File: src/rtl/amon_pkg.sv
package amon_pkg;

  typedef enum logic {
    WIN_IDLE = 1'b0,
    WIN_OPEN = 1'b1
  } win_state_e;

  // age value at which the window has seen LIMIT edges without closing
  function automatic int unsigned last_age(input int unsigned limit);
    return limit - 1;
  endfunction

  // width needed to count 0 .. limit-1, at least one bit
  function automatic int unsigned age_width(input int unsigned limit);
    return (limit > 2) ? $clog2(limit) : 1;
  endfunction

endpackage

File: src/rtl/amon_sampler.sv
module amon_sampler #(
  parameter int unsigned ADDR_W = 32
) (
  input  logic              clk,
  input  logic              rst_n,
  input  logic [ADDR_W-1:0] addr_in,
  input  logic              rdy_in,
  output logic              chg_o,
  output logic              rise_o
);

  logic [ADDR_W-1:0] addr_q;
  logic              rdy_q;
  logic              seen_q;

  always_ff @(posedge clk or negedge rst_n) begin
    if (!rst_n) begin
      addr_q <= '0;
      rdy_q  <= 1'b0;
      seen_q <= 1'b0;
    end else begin
      addr_q <= addr_in;
      rdy_q  <= rdy_in;
      seen_q <= 1'b1;
    end
  end

  // events are meaningful only once a previous sample exists
  assign chg_o  = seen_q && (addr_in != addr_q);
  assign rise_o = seen_q && rdy_in && !rdy_q;

endmodule

File: src/rtl/amon_window.sv
module amon_window #(
  parameter int unsigned TMO_LIMIT = 64
) (
  input  logic clk,
  input  logic rst_n,
  input  logic chg_i,
  input  logic rise_i,
  output logic win_o,
  output logic pass_ev_o,
  output logic stab_ev_o,
  output logic tmo_ev_o,
  output logic pass_q_o,
  output logic stab_q_o,
  output logic tmo_q_o
);
  import amon_pkg::*;

  localparam int unsigned AGE_W = age_width(TMO_LIMIT);
  localparam logic [AGE_W-1:0] AGE_LAST = AGE_W'(last_age(TMO_LIMIT));

  win_state_e       state_q;
  logic [AGE_W-1:0] age_q;
  logic             in_win;
  logic             open_ev;

  assign in_win    = (state_q == WIN_OPEN);
  assign open_ev   = !in_win && chg_i;
  assign stab_ev_o = in_win && chg_i;
  assign pass_ev_o = in_win && !chg_i && rise_i;
  assign tmo_ev_o  = in_win && !chg_i && !rise_i && (age_q == AGE_LAST);
  assign win_o     = in_win;

  always_ff @(posedge clk or negedge rst_n) begin
    if (!rst_n) begin
      state_q <= WIN_IDLE;
      age_q   <= '0;
    end else if (open_ev) begin
      state_q <= WIN_OPEN;
      age_q   <= '0;
    end else if (stab_ev_o || pass_ev_o || tmo_ev_o) begin
      state_q <= WIN_IDLE;
      age_q   <= '0;
    end else if (in_win) begin
      age_q   <= age_q + AGE_W'(1);
    end
  end

  always_ff @(posedge clk or negedge rst_n) begin
    if (!rst_n) begin
      pass_q_o <= 1'b0;
      stab_q_o <= 1'b0;
      tmo_q_o  <= 1'b0;
    end else begin
      pass_q_o <= pass_ev_o;
      stab_q_o <= stab_ev_o;
      tmo_q_o  <= tmo_ev_o;
    end
  end

endmodule

File: src/rtl/amon_satctr.sv
module amon_satctr #(
  parameter int unsigned W = 16
) (
  input  logic         clk,
  input  logic         rst_n,
  input  logic         inc_i,
  output logic [W-1:0] cnt_o
);

  localparam logic [W-1:0] TOP = '1;

  always_ff @(posedge clk or negedge rst_n) begin
    if (!rst_n)                    cnt_o <= '0;
    else if (inc_i && cnt_o != TOP) cnt_o <= cnt_o + W'(1);
  end

endmodule

File: src/rtl/addr_hold_monitor.sv
module addr_hold_monitor #(
  parameter int unsigned ADDR_W    = 32,
  parameter int unsigned TMO_LIMIT = 64,
  parameter int unsigned CNT_W     = 16
) (
  input  logic              clk,
  input  logic              rst_n,
  input  logic [ADDR_W-1:0] addr_in,
  input  logic              rdy_in,
  output logic              pass_o,
  output logic              stab_err_o,
  output logic              tmo_err_o,
  output logic [CNT_W-1:0]  pass_cnt_o,
  output logic [CNT_W-1:0]  stab_cnt_o,
  output logic [CNT_W-1:0]  tmo_cnt_o
);

  localparam int unsigned N_CNT = 3;

  logic             addr_chg;
  logic             rdy_rise;
  logic             win_open;
  logic             pass_ev, stab_ev, tmo_ev;
  logic [N_CNT-1:0] ev_vec;
  logic [CNT_W-1:0] cnt_arr [N_CNT];

  amon_sampler #(.ADDR_W(ADDR_W)) u_smp (
    .clk    (clk),
    .rst_n  (rst_n),
    .addr_in(addr_in),
    .rdy_in (rdy_in),
    .chg_o  (addr_chg),
    .rise_o (rdy_rise)
  );

  amon_window #(.TMO_LIMIT(TMO_LIMIT)) u_win (
    .clk      (clk),
    .rst_n    (rst_n),
    .chg_i    (addr_chg),
    .rise_i   (rdy_rise),
    .win_o    (win_open),
    .pass_ev_o(pass_ev),
    .stab_ev_o(stab_ev),
    .tmo_ev_o (tmo_ev),
    .pass_q_o (pass_o),
    .stab_q_o (stab_err_o),
    .tmo_q_o  (tmo_err_o)
  );

  assign ev_vec = {tmo_ev, stab_ev, pass_ev};

  for (genvar gi = 0; gi < N_CNT; gi++) begin : g_cnt
    amon_satctr #(.W(CNT_W)) u_ctr (
      .clk  (clk),
      .rst_n(rst_n),
      .inc_i(ev_vec[gi]),
      .cnt_o(cnt_arr[gi])
    );
  end

  assign pass_cnt_o = cnt_arr[0];
  assign stab_cnt_o = cnt_arr[1];
  assign tmo_cnt_o  = cnt_arr[2];

endmodule

File: config.mk
export PLATFORM = sky130hd
export DESIGN_NAME = addr_hold_monitor
export DESIGN_NICKNAME = d
export VERILOG_FILES = /design/src/rtl/amon_pkg.sv /design/src/rtl/amon_sampler.sv /design/src/rtl/amon_window.sv /design/src/rtl/amon_satctr.sv /design/src/rtl/addr_hold_monitor.sv
export SDC_FILE = /design/constraint.sdc
export NUM_CORES = 1
export LEC_CHECK = 0
export BUFFER_PORTS_ARGS = -buffer_cell sky130_fd_sc_hd__clkbuf_2
export CORE_MARGIN = 4
export CORE_UTILIZATION = 54
export CTS_CLUSTER_SIZE = 25
export DETAILED_ROUTE_END_ITERATION = 16
export PLACE_DENSITY = 0.86
export SYNTH_ARGS = -nofsm -noshare
export SYNTH_HDL_FRONTEND = slang
export SYNTH_SLANG_ARGS = --single-unit
File: constraint.sdc
create_clock -name clk -period 2.4 [get_ports clk]
set_input_delay 0.12 -clock clk [delete_from_list [all_inputs] [get_ports clk]]
set_output_delay 0.12 -clock clk [all_outputs]
set_load 0.01 [all_outputs]
# ---- Yosys cells after proc, flatten, opt, wreduce, memory -nomap -nowiden
# Cells that the tools add are included.
dict set report op_classes {
  n_addsub 4
  mux 5
  n_eq_ne 5
  reduce_logical 20
}
# cell count
set ops {}
lappend ops {{adder 16 x 1 -> 16 bit, second input constant} 3}
lappend ops {{inequality test 16 bit, second input constant} 3}
lappend ops {{inequality test 32 bit} 1}
lappend ops {{2-to-1 mux 6 bit} 3}
lappend ops {{logical AND 1 bit} 12}
lappend ops {{adder 6 x 1 -> 6 bit, second input constant} 1}
lappend ops {{== test 6 bit, second input constant} 1}
lappend ops {{zero test 1 bit} 4}
lappend ops {{nonzero test 3 bit} 1}
lappend ops {{logical OR 1 bit} 2}
lappend ops {{2-to-1 mux 1 bit} 2}
lappend ops {{nonzero test 2 bit} 1}
dict set report word_totals {
  out_inout_bits 51
  word_cells 45
  register_bits 92
  inputBits 35
}

# ---- Depth between registers and ports, before layout
# Gate-level depths: netlist (run 1).
dict set report depth {
  word_depth 9
  depth_mapped 8
  ltp_nobuf 7
}

# ---- Cells and area by module
# A second synthesis (run 1) with hierarchy kept.
dict set report hier_totals {
  cells_unflattened 341
  hier_area_um2 4295.4
}
# module n_inst area_per_inst_um2 cells_per_inst
set modules_own_cells {}
lappend modules_own_cells {amon_satctr 3 859.6 72}
lappend modules_own_cells {amon_sampler 1 1212.4 80}
lappend modules_own_cells {amon_window 1 504.2 45}

# ---- Least setup slack after synthesis (run 1)
# OpenSTA, ideal clock, no wires.
dict set report synth_timing {
  path_kind {reg-to-reg}
  startpoint {reg u_smp.addr_q[3]}
  endpoint {reg g_cnt[2].u_ctr.cnt_o[12]}
  required_time_ps 2272
  path_slack_ps 528
  period_less_slack_ps 1872
  n_path_buf 0
  setup_ps 128
  t_arrival_ps 1745
  path_stages_with_launch 7
  path_cell_list {dfrtp_1 xnor2_1 nand4_1 nor4_2 a21boi_2 nor4_2 mux2_1}
}
dict set report synth_between {
  elab_chain_len 7
}
# element line_no
set synth_lines {}
lappend synth_lines {{start: declaration} amon_sampler.sv:12} ;# logic [ADDR_W-1:0] addr_q;
lappend synth_lines {{start signal: assignment} amon_sampler.sv:22} ;# addr_q <= addr_in;
lappend synth_lines {{inequality test 32 bit} amon_sampler.sv:29} ;# assign chg_o = seen_q && (addr_in != addr_q);
lappend synth_lines {{logical AND 1 bit} amon_sampler.sv:29}
lappend synth_lines {{zero test 1 bit} amon_window.sv:30} ;# assign tmo_ev_o = in_win && !chg_i && !rise_i && (age_q == AGE_LAST);
lappend synth_lines {{logical AND 1 bit (3 in series)} amon_window.sv:30}
lappend synth_lines {{logical AND 1 bit} amon_satctr.sv:14} ;# else if (inc_i && cnt_o != TOP) cnt_o <= cnt_o + W'(1);
lappend synth_lines {{end signal: assignment} amon_satctr.sv:14}
lappend synth_lines {{end: declaration} amon_satctr.sv:7} ;# output logic [W-1:0] cnt_o
# No other way between the ends.
# A chain may end at the register's enable or synchronous reset.

# ---- Worst setup path in the final report (run 1)
dict set report layout_timing {
  startpoint {in addr_in[4]}
  endpoint {reg g_cnt[2].u_ctr.cnt_o[15]}
}
dict set report layout_between {
  elab_chain_len 7
}
# element line_no
set layout_lines {}
lappend layout_lines {{start: declaration} addr_hold_monitor.sv:8} ;# input logic [ADDR_W-1:0] addr_in,
lappend layout_lines {{inequality test 32 bit} amon_sampler.sv:29}
lappend layout_lines {{logical AND 1 bit} amon_sampler.sv:29}
lappend layout_lines {{zero test 1 bit} amon_window.sv:30}
lappend layout_lines {{logical AND 1 bit (3 in series)} amon_window.sv:30}
lappend layout_lines {{logical AND 1 bit} amon_satctr.sv:14}
# No other way between the ends.

==> impl_metrics.py, run 1 <==
metrics = {
    "outcome": {
        "outcome": "finished clean",
    },
    "timing": {
        "slew_viol_final": 0,
        "finalSetupViolCount": 0,
        "rsz0062_at_grt": "false",
        "period_share_pct": 95.1,
        "hold_violations": 0,
        "skew_ps": 10.0,
        "fin_crit_ps": 2280,
        "tns_ps": 0,
        "max_freq_ghz": 0.438,
        "slew_headroom_pct": 51.5,
        "worst_slew_pin_slew_ps": 722,
    },
    "clock_tree": {
        "cts_buffers": 9,
        "cts_root_buffer": "clkbuf_8",
        "post_cts_buffers": 0,
        "tritoncts": "yes",
        "cts_sinks": 92,
        "htree_levels": 3,
        "clk_latency_ps": 350,
        "clockBufferDepth": 2,
        "clkSlewWorstSetupHoldPaths_ps": 90,
    },
    "global_routing": {
        "grt_pass1_wl_mm": 15.0,
        "grt_antenna_before_repair": 0,
        "overflow": 0,
        "grt_max_degree": 42,
        "grt.total_usage_pct": 21.8,
        "first_global_vias": 3198,
    },
    "power": {
        "p_switching_uw": 891,
        "p_int_mw": 2.42,
        "ir_drop_mv": 0.528,
        "p_leak_nw": 2.51,
        "pwr-share-clk_pct": 33.4,
        "p_comb_share_pct": 13.6,
        "seqPwrFrac_pct": 53.0,
        "netSwitchingFraction_pct": 26.9,
        "power_density_mw_per_mm2": 643,
    },
    "detailed_routing": {
        "ant_nets": 0,
        "totalWireLength_mm": 9.06,
        "dr_total_vias": 3080,
        "avgRoutedWirePerCell_um": 15.8,
        "drc": 0,
        "drt_iter0_drc": 106,
        "avgViaCountPerCell": 5.38,
        "dr.pass1.iters": 4,
    },
    "synthesis": {
        "synth-xor-area-share_pct": 16.1,
        "syn-num-nets": 378,
        "ys_seq_area_share_pct": 57.3,
        "synthCells": 339,
        "synth_warnings": 0,
        "avgSynthCellArea_um2": 11.8,
        "synthSimpleGateAreaFrac_pct": 19.8,
        "synth_edf_count": 0,
        "async_flop_share_pct": 100,
        "synth_top_family_by_area": "simple AND/OR/NAND/NOR gates",
        "ys.flop_type": "dfrtp_1",
        "yosys.cell_types.count": 37,
        "synth.area.mux_share_pct": 2.15,
        "synth_area_mm2": 0.00402,
        "ys_ff_latch": 92,
        "synthAdderAreaFrac_pct": 1.25,
        "synth_compound_area_share_pct": 1.81,
    },
    "critical_path": {
        "arrival_ps": 2550,
        "required_ps": 2670,
        "r2r_setup_slack_ps": 130,
        "endpoint_kind": "flop",
        "path_class": "input pin to flop",
        "critical_path_peak_fanout": 10,
        "start_kind": "input pin",
    },
    "layout": {
        "final_layout_size_suffix_gt1_share_pct": 25.3,
        "fillers": 526,
        "nets": 508,
        "final_cells": 573,
        "final_cell_mix": "dfrtp_1 (92), clkbuf_2 (84), xnor2_1 (59)",
        "syn2layout_area_growth_pct": 28.3,
        "mostFrequentLayoutCell": "dfrtp_1",
        "insertedDiodeCount": 0,
    },
    "floorplanning": {
        "die_y_um": 94.2,
        "dieWidth_um": 94.2,
        "dieArea_mm2": 0.00888,
        "rows": 31,
        "core-area_mm2": 0.00725,
        "initial_core_util_pct": 55.4,
        "io_pins": 86,
    },
    "placement": {
        "gp_congestion": 0.827,
        "io_buffer_count": 85,
        "dp_cells": 523,
        "dp_hpwl_mm": 6.05,
    },
    "run": {
        "maxCapViolCount": 0,
    },
    "min_path": {
        "hold_path_class": "input pin to asynchronous set/reset pin",
    },
}
==> final timing paths <==
| check | to | depth (start not counted) | start |
|---|---|---|---|
| min | u_smp.addr_q[28]$_DFF_PN0_ | 2 | rst_n |
| max reg2reg | g_cnt[2].u_ctr.cnt_o[15]$_DFFE_PN0P_ | 7 | u_smp.addr_q[21]$_DFF_PN0_ |
| min reg2reg | g_cnt[2].u_ctr.cnt_o[9]$_DFFE_PN0P_ | 1 | g_cnt[2].u_ctr.cnt_o[9]$_DFFE_PN0P_ |
| min in group clk | u_smp.addr_q[29]$_DFF_PN0_ | 2 | addr_in[29] |
| max in group asynchronous | u_smp.rdy_q$_DFF_PN0_ | 3 | rst_n |
| max | g_cnt[2].u_ctr.cnt_o[15]$_DFFE_PN0P_ | 9 | addr_in[4] |
==> cells in the mapped netlist (all sizes together), types with 6 or more instances <==
| library cell | n | share of area [%] |
|---|---|---|
| dfrtp | 92 | 57 |
| xnor2 | 59 | 13 |
| nand3 | 26 | 3.4 |
| nand4 | 23 | 3.6 |
| and3 | 21 | 3.3 |
| nand2 | 18 | 1.7 |
| nor2 | 17 | 1.6 |
| xor2 | 15 | 3.3 |
| nor3 | 8 | 1.1 |
| a21oi | 7 | 0.87 |
| and4 | 6 | 1.3 |
| buf | 6 | 1.1 |
| nor4 | 6 | 1.4 |
==> state kept, by name, summed over array words and instances (netlist names) <==
| name | flops |
|---|---|
| u_smp.addr_q | 32 |
| u_smp.rdy_q | 1 |
| g_cnt.u_ctr.cnt_o | 48 |
| u_win.tmo_q_o | 1 |
| u_win.pass_q_o | 1 |
| u_smp.seen_q | 1 |
| u_win.age_q | 6 |
| u_win.stab_q_o | 1 |
| u_win.win_o | 1 |
==> worst max-delay path, cell delays in order <==
cell,delay (ps)
dlygate4sd3_1,540
clkbuf_2,140
xnor2_1,190
nand4_1,180
nor4_4,380
a21boi_2,230
buf_4,230
nor4_1,360
xor2_1,180
==> metal layers <==
layer  vias up  track usage, %  wire length (um)
met2       109            39.8              4820
met1      1508            25.4              3660
met3        18            3.29               392
met4         0            9.15               184
li1       1445               -                 -
met5         -               0                 0
==> power groups by stage <==
| stage | clock network [mW] | registers (mW) | logic, mW |
|---|---|---|---|
| finish | 1.11 | 1.76 | 0.451 |
| detailed placement | 0 | 1.79 | 0.403 |
| global placement | 0 | 1.78 | 0.393 |
| global route | 1.19 | 1.77 | 0.497 |
| floorplan | 0 | 1.77 | 0.231 |
| CTS | 1.12 | 1.75 | 0.448 |
==> metrics by stage <==
stage / hold slack, ps / power (mW) / util (%) / instance area (um2) / setup WS, ps
after floorplan: -176 / 2.01 / - / 4020 / 528
after global routing: 314 / 3.46 / 71.0 / 5150 / 40.6
after detailed placement: 122 / 2.19 / 63.0 / 4570 / 167
after global placement: 121 / 2.17 / 63.0 / 4570 / 223
final: 276 / 3.32 / 71.0 / 5150 / 117
after CTS: 277 / 3.32 / 70.7 / 5130 / 126
==> logic make-up (layout without fill, tap and decap cells) <==
| logic type | count (synthesis) | in the layout |
|---|---|---|
| AOI/OAI and AO/OA | 13 | 13 |
| xor gates and xnor gates | 74 | 74 |
| adders and majority gates | 4 | 4 |
| buffers and inverters | 9 | 144 |
| DFF | 92 | 92 |
| muxes | 8 | 8 |
| other | 1 | 1 |
| and+or+nand+nor | 138 | 138 |
==> what timing repair did <==
item,CTS,global route
endpoints found under the hold margin,72,0
gates resized for setup,0,3
endpoints found under the setup margin,0,2
hold buffers,34,0
==> layout make-up <==
class / count / area [um2] / area share [%]
clock buffer: 11 / 151 / 2.94
inverter: 2 / 7.51 / 0.146
timing repair buffer: 126 / 821 / 15.9
clock inverter: 5 / 65.1 / 1.26
multi-input combinational: 238 / 1680 / 32.6
sequential: 92 / 2300 / 44.7
tap: 99 / 124 / 2.40
No activity file was read; power rests on OpenSTA's default activity.
==> run 2, diff against run 1 <==
--- a/config.mk
+++ b/config.mk
@@ -7,10 +7,12 @@
 export LEC_CHECK = 0
 export BUFFER_PORTS_ARGS = -buffer_cell sky130_fd_sc_hd__clkbuf_2
 export CORE_MARGIN = 4
-export CORE_UTILIZATION = 54
+export CORE_UTILIZATION = 40
+export CTS_CLUSTER_DIAMETER = 200
 export CTS_CLUSTER_SIZE = 25
 export DETAILED_ROUTE_END_ITERATION = 16
-export PLACE_DENSITY = 0.86
+export PLACE_DENSITY = 0.68
 export SYNTH_ARGS = -nofsm -noshare
 export SYNTH_HDL_FRONTEND = slang
+export SYNTH_HIERARCHICAL = 1
 export SYNTH_SLANG_ARGS = --single-unit
==> impl_metrics.py, run 2 <==
metrics = {
    "outcome": {
        "outcome": "finished, violations left",
        "violations": "negative setup slack",
    },
    "critical_path": {
        "r2r_setup_slack_ps": -50,
        "slowest_delay_ps": 540,
        "crit_buf_inv": 5,
        "r2r-end": "g_cnt[0].u_ctr/cnt_o[15]$_DFFE_PN0P_",
        "critical_path_peak_fanout": 5,
        "path_cells": "dlygate4sd3_1, clkbuf_2, xnor2_1, nand4_1, nor4_2, a21boi_2, buf_6, nor2_4, buf_6, nand4_1, nor4_4, buf_4, a31oi_1, a21oi_1",
        "path_class": "input pin to flop",
        "arrival_ps": 2760,
        "rr_worst_depth": 12,
        "required_ps": 2680,
        "r2r-start": "u_smp/addr_q[11]$_DFF_PN0_",
        "endpoint_kind": "flop",
        "cpLargestDelayFamily": "buffers and inverters",
        "startpoint": "addr_in[11]",
        "start_kind": "input pin",
        "slowest_stage": "dlygate4sd3_1",
    },
    "clock_tree": {
        "clockBufferDepth": 2,
        "cts_buffers": 9,
        "clk_latency_ps": 360,
        "tritoncts": "yes",
        "htree_levels": 3,
        "clkSlewWorstSetupHoldPaths_ps": 100,
        "cts_root_buffer": "clkbuf_8",
        "cts_sinks": 92,
    },
    "floorplanning": {
        "initial_core_util_pct": 41.4,
        "dieArea_mm2": 0.0125,
        "core-area_mm2": 0.0104,
        "rows": 37,
        "die_y_um": 112,
        "dieWidth_um": 112,
        "io_pins": 86,
    },
    "timing": {
        "hold_ws_ps": 278,
        "worst_slew_pin_slew_ps": 558,
        "rsz0062_at_grt": "true",
        "max_freq_ghz": 0.403,
        "finalSetupViolCount": 4,
        "fin_ws_ps": -81.7,
        "hold_violations": 0,
        "period_share_pct": 103,
        "slew_viol_final": 0,
        "slew_headroom_pct": 62.8,
        "skew_ps": 13.8,
        "fin_crit_ps": 2480,
        "tns_ps": -178,
    },
    "detailed_routing": {
        "ant_nets": 0,
        "dr.pass1.iters": 4,
        "totalWireLength_mm": 9.81,
        "dr_total_vias": 3317,
        "drt_iter0_drc": 132,
        "avgViaCountPerCell": 5.16,
        "drc": 0,
        "avgRoutedWirePerCell_um": 15.3,
    },
    "synthesis": {
        "synth_top_cell_by_area": "dfrtp_1",
        "synth.most_common_cell": "dfrtp_1",
        "avgSynthCellArea_um2": 12.6,
        "synthTopCellsByCount": "dfrtp_1 (92), xnor2_1 (47), nand4_1 (32)",
        "synthTopCellsByArea": "dfrtp_1 (54%), xnor2_1 (9.6%), nand4_1 (4.7%)",
        "async_flop_share_pct": 100,
        "synthCells": 341,
        "ys_ff_latch": 92,
        "yosys.cell_types.count": 45,
        "synth_area_mm2": 0.00430,
        "synth_edf_count": 0,
        "ys_seq_area_share_pct": 53.6,
        "synth.top_cell.area_share_pct": 53.6,
        "syn-num-nets": 380,
        "synth_warnings": 6,
        "ys.flop_type": "dfrtp_1",
    },
    "layout": {
        "insertedDiodeCount": 0,
        "final_cell_mix": "dfrtp_1 (92), clkbuf_2 (83), xnor2_1 (45)",
        "syn2layout_area_growth_pct": 35.5,
        "mostFrequentLayoutCell": "dfrtp_1",
        "largest_reg_flops": 48,
        "nets": 541,
        "final_layout_size_suffix_gt1_share_pct": 36.5,
        "final_cells": 643,
        "multiInputGateArea_mm2": 0.00209,
        "fillers": 891,
        "final_area_mm2": 0.00582,
        "top_register": "g_cnt.u_ctr/cnt_o",
        "seq_area_mm2": 0.00230,
        "reg_top3": "g_cnt.u_ctr/cnt_o: 48 flops, u_smp/addr_q: 32 flops, u_win/age_q: 6 flops",
    },
    "placement": {
        "dp_cells": 580,
        "gp_congestion": 0.776,
        "dp_hpwl_mm": 6.57,
        "io_buffer_count": 85,
        "placed_area_mm2": 0.00504,
    },
    "power": {
        "pwr-share-clk_pct": 31.7,
        "seqPwrFrac_pct": 53.2,
        "p_switching_uw": 977,
        "p_int_mw": 2.41,
        "netSwitchingFraction_pct": 28.8,
        "ir_drop_mv": 0.324,
        "power_density_mw_per_mm2": 582,
        "p_leak_nw": 2.69,
        "power_mw": 3.39,
        "p_comb_share_pct": 15.1,
    },
    "global_routing": {
        "first_global_vias": 3409,
        "grt_antenna_before_repair": 0,
        "grt.total_usage_pct": 16.0,
        "grt_max_degree": 52,
        "overflow": 0,
        "grt_pass1_wl_mm": 16.4,
    },
    "min_path": {
        "hold_path_class": "input pin to asynchronous set/reset pin",
    },
    "run": {
        "maxCapViolCount": 0,
    },
}
==> run 2: cell count changes after synthesis, sizes merged, moves of 4 or more <==
cell,before,now
o21a,0,15
nor3b,5,0
and3,21,6
nor2,17,12
nand3,26,19
o31ai,0,5
xnor2,59,47
buf,6,2
xor2,15,8
nand4,23,38
a31oi,1,10
==> run 2: logic make-up after synthesis <==
family                   count (synthesis)  synth area share (%)
AND/OR/NAND/NOR                        129                  22.8
flip-flops                              92                  53.6
AO/OA/AOI/OAI                           55                  9.87
XOR/XNOR                                55                  11.2
adder cells (fa/ha/maj)                  4                  1.17
multiplexers                             3                 0.786
buffers and inverters                    2                 0.437
other                                    1                0.0873
==> run 2: area by class of cell <==
class,instances,area share (%)
well taps,136,2.92
clock inverters,7,1.46
flip-flops and latches,92,39.6
multi-input cells,247,35.8
clock buffers,9,2.13
repair buffers,152,18.1
==> run 2: worst max-delay path by stage <==
stage,to,slack [ps],depth (start not counted)
CTS,g_cnt[0].u_ctr/cnt_o[15]$_DFFE_PN0P_,-40,11
global route,g_cnt[0].u_ctr/cnt_o[15]$_DFFE_PN0P_,-190,14
finish,g_cnt[0].u_ctr/cnt_o[15]$_DFFE_PN0P_,-80,14
global placement,g_cnt[2].u_ctr/cnt_o[14]$_DFFE_PN0P_,-70,10
floorplan,g_cnt[2].u_ctr/cnt_o[5]$_DFFE_PN0P_,20,9
detailed placement,g_cnt[2].u_ctr/cnt_o[14]$_DFFE_PN0P_,-120,10
==> run 2: timing repair <==
action	in CTS	in global routing
hold buffers	34	0
hold endpoints to repair	74	0
setup endpoints to repair	23	39
pin swaps	9	18
gates resized for setup	5	30
buffers inserted	3	11
==> run 2: power by group through the flow <==
stage	Clock, mW	Sequential, mW	Combinational [mW]
floorplan	0	1.82	0.202
global placement	0	1.82	0.409
detailed placement	0	1.82	0.417
CTS	1.14	1.79	0.471
global route	1.19	1.83	0.565
finish	1.07	1.80	0.510
==> run 2: through the flow <==
stage                     setup WS, ps  util [%]
after floorplan                   19.6         -
after global placement           -66.7      48.6
after detailed placement          -123      48.6
after CTS                        -36.8      54.3
after global routing              -191      56.1
final                            -81.7      56.1
==> run 2: per-layer routing <==
layer  vias up  track usage [%]  wire, um  part of all wire [%]
li1       1618                -         -                     -
met1      1616             20.4      4260                    43
met2        70             26.9      5030                    51
met3        13             4.13       386                   3.9
met4         0             4.46       125                   1.3
met5         -                0         0                     0
==> run 3, diff against run 2 <==
==> constraint.sdc (replaced) <==
create_clock -name clk -period 2.4 [get_ports clk]
set_input_delay 0.12 -clock clk [delete_from_list [all_inputs] [get_ports clk]]
set_output_delay 0.12 -clock clk [all_outputs]
set_load 0.005 [all_outputs]
==> impl_metrics.py, run 3 (same netlist as run 2, synthesis figures left out) <==
metrics = {
    "layout": {
        "reg_top3": "g_cnt.u_ctr/cnt_o: 48 flops, u_smp/addr_q: 32 flops, u_win/age_q: 6 flops",
        "final_layout_size_suffix_gt1_share_pct": 32.7,
        "mostFrequentLayoutCell": "dfrtp_1",
        "final_cell_mix": "dfrtp_1 (92), clkbuf_2 (82), xnor2_1 (46)",
        "largest_reg_flops": 48,
        "insertedDiodeCount": 0,
        "top_register": "g_cnt.u_ctr/cnt_o",
        "syn2layout_area_growth_pct": 32.0,
        "final_area_mm2": 0.00567,
        "nets": 529,
    },
    "floorplanning": {
        "io_pins": 86,
        "rows": 37,
        "initial_core_util_pct": 41.4,
        "dieArea_mm2": 0.0125,
        "dieWidth_um": 112,
        "core-area_mm2": 0.0104,
        "die_y_um": 112,
    },
    "placement": {
        "dp_hpwl_mm": 6.58,
        "io_buffer_count": 85,
        "pre_cts_slack_ps": -232,
        "gp_congestion": 0.791,
        "placed_area_mm2": 0.00501,
    },
    "timing": {
        "tns_ps": 0,
        "slew_viol_final": 0,
        "finalSetupViolCount": 0,
        "period_share_pct": 99.7,
        "hold_violations": 0,
        "fin_crit_ps": 2390,
        "fin_ws_ps": 6.50,
        "max_freq_ghz": 0.418,
        "skew_ps": 9.86,
        "rsz0062_at_grt": "true",
    },
    "power": {
        "ir_drop_mv": 0.440,
        "seqPwrFrac_pct": 54.8,
        "p_leak_nw": 2.64,
        "netSwitchingFraction_pct": 27.0,
        "p_int_mw": 2.39,
        "pwr-share-clk_pct": 31.9,
        "p_comb_share_pct": 13.3,
        "p_switching_uw": 884,
        "power_density_mw_per_mm2": 578,
    },
    "critical_path": {
        "path_cells": "dlygate4sd3_1, clkbuf_2, xnor2_1, nand4_1, nor4_4, a21boi_4, nor4_4, nand4_1, nor4_4, and4b_1, a21oi_1",
        "start_kind": "input pin",
        "cp_common_cell": "nor4_4",
        "cpLargestDelayFamily": "simple AND/OR/NAND/NOR gates",
        "slowest_delay_ps": 550,
        "required_ps": 2650,
        "critical_path_peak_fanout": 6,
        "arrival_ps": 2640,
        "endpoint_kind": "flop",
        "path_class": "input pin to flop",
        "slowest_stage": "dlygate4sd3_1",
        "crit_buf_inv": 2,
    },
    "detailed_routing": {
        "drt_iter0_drc": 239,
        "totalWireLength_mm": 9.60,
        "ant_nets": 0,
        "dr.pass1.iters": 4,
        "avgRoutedWirePerCell_um": 15.2,
        "avgViaCountPerCell": 5.28,
        "drc": 0,
        "dr_total_vias": 3329,
    },
    "global_routing": {
        "grt_antenna_before_repair": 0,
        "grt_pass1_wl_mm": 16.4,
        "overflow": 0,
        "first_global_vias": 3379,
        "grt_max_degree": 58,
        "grt.total_usage_pct": 16.1,
    },
    "clock_tree": {
        "cts_sinks": 92,
        "clk_latency_ps": 370,
        "cts_root_buffer": "clkbuf_8",
        "cts_buffers": 9,
        "clockBufferDepth": 2,
        "htree_levels": 3,
        "clkSlewWorstSetupHoldPaths_ps": 80,
        "tritoncts": "yes",
    },
    "min_path": {
        "hold_path_class": "input pin to asynchronous set/reset pin",
    },
    "run": {
        "maxCapViolCount": 0,
    },
    "outcome": {
        "outcome": "finished clean",
    },
}
-- run 3: changes by cell type in the layout (fill, tap and decap cells not counted), moves of 3 or more --
cell,before,now
a21oi_1,7,10
buf_6,6,2
a21oi_2,3,0
buf_4,28,21
-- run 3: final timing paths --
| path | startpoint | to | slack [ps] | cells after the start |
|---|---|---|---|---|
| setup / recovery | addr_in[26] | g_cnt[2].u_ctr/cnt_o[15]$_DFFE_PN0P_ | 7 | 11 |
| hold / removal | rst_n | u_smp/addr_q[8]$_DFF_PN0_ | 250 | 2 |
| setup reg to reg | u_smp/addr_q[0]$_DFF_PN0_ | g_cnt[1].u_ctr/cnt_o[15]$_DFFE_PN0P_ | 30 | 12 |
| hold reg to reg | u_win/age_q[1]$_DFFE_PN0P_ | u_win/age_q[1]$_DFFE_PN0P_ | 530 | 2 |
| max in group asynchronous | rst_n | g_cnt[1].u_ctr/cnt_o[11]$_DFFE_PN0P_ | 1490 | 3 |
| min in group clk | addr_in[7] | u_smp/addr_q[7]$_DFF_PN0_ | 370 | 1 |
-- run 3: final cells by class --
cell class / instances / area, um2
Clock buffer: 12 / 145
Tap cell: 136 / 170
Sequential cell: 92 / 2300
Timing Repair Buffer: 140 / 951
Clock inverter: 4 / 48.8
Multi-Input combinational cell: 247 / 2050
Fill cell: 928 / 4700
-- run 3: power groups by stage --
stage	logic, mW	clock network, mW	registers (mW)
final	0.437	1.04	1.79
after CTS	0.443	1.10	1.80
after global routing	0.489	1.15	1.82
after floorplan	0.203	0	1.80
after global placement	0.381	0	1.82
after detailed placement	0.393	0	1.83
-- run 3: layer usage --
| metal | vias up | track usage, % | share of wire, % |
|---|---|---|---|
| li1 | 1582 | - | - |
| met1 | 1644 | 21.0 | 45 |
| met2 | 92 | 25.9 | 49 |
| met3 | 11 | 5.11 | 5.1 |
| met4 | 0 | 4.14 | 1.1 |
| met5 | - | 0 | 0 |
-- run 3: what timing repair did --
action | CTS | global route
pin swaps | 16 | 17
setup endpoints to repair | 40 | 36
resized for setup | 6 | 12
hold buffers | 34 | 0
setup buffers | 3 | 5
hold endpoints to repair | 68 | 0
-- run 3: through the flow --
step / hold slack, ps / power, mW / cells / utilization, %
after CTS: 239 / 3.34 / 629 / 54.0
final: 251 / 3.27 / 631 / 54.7
after global placement: 106 / 2.20 / 577 / 48.4
after detailed placement: 117 / 2.22 / 577 / 48.4
after floorplan: -176 / 2.00 / 341 / -
after global routing: 277 / 3.46 / 631 / 54.7
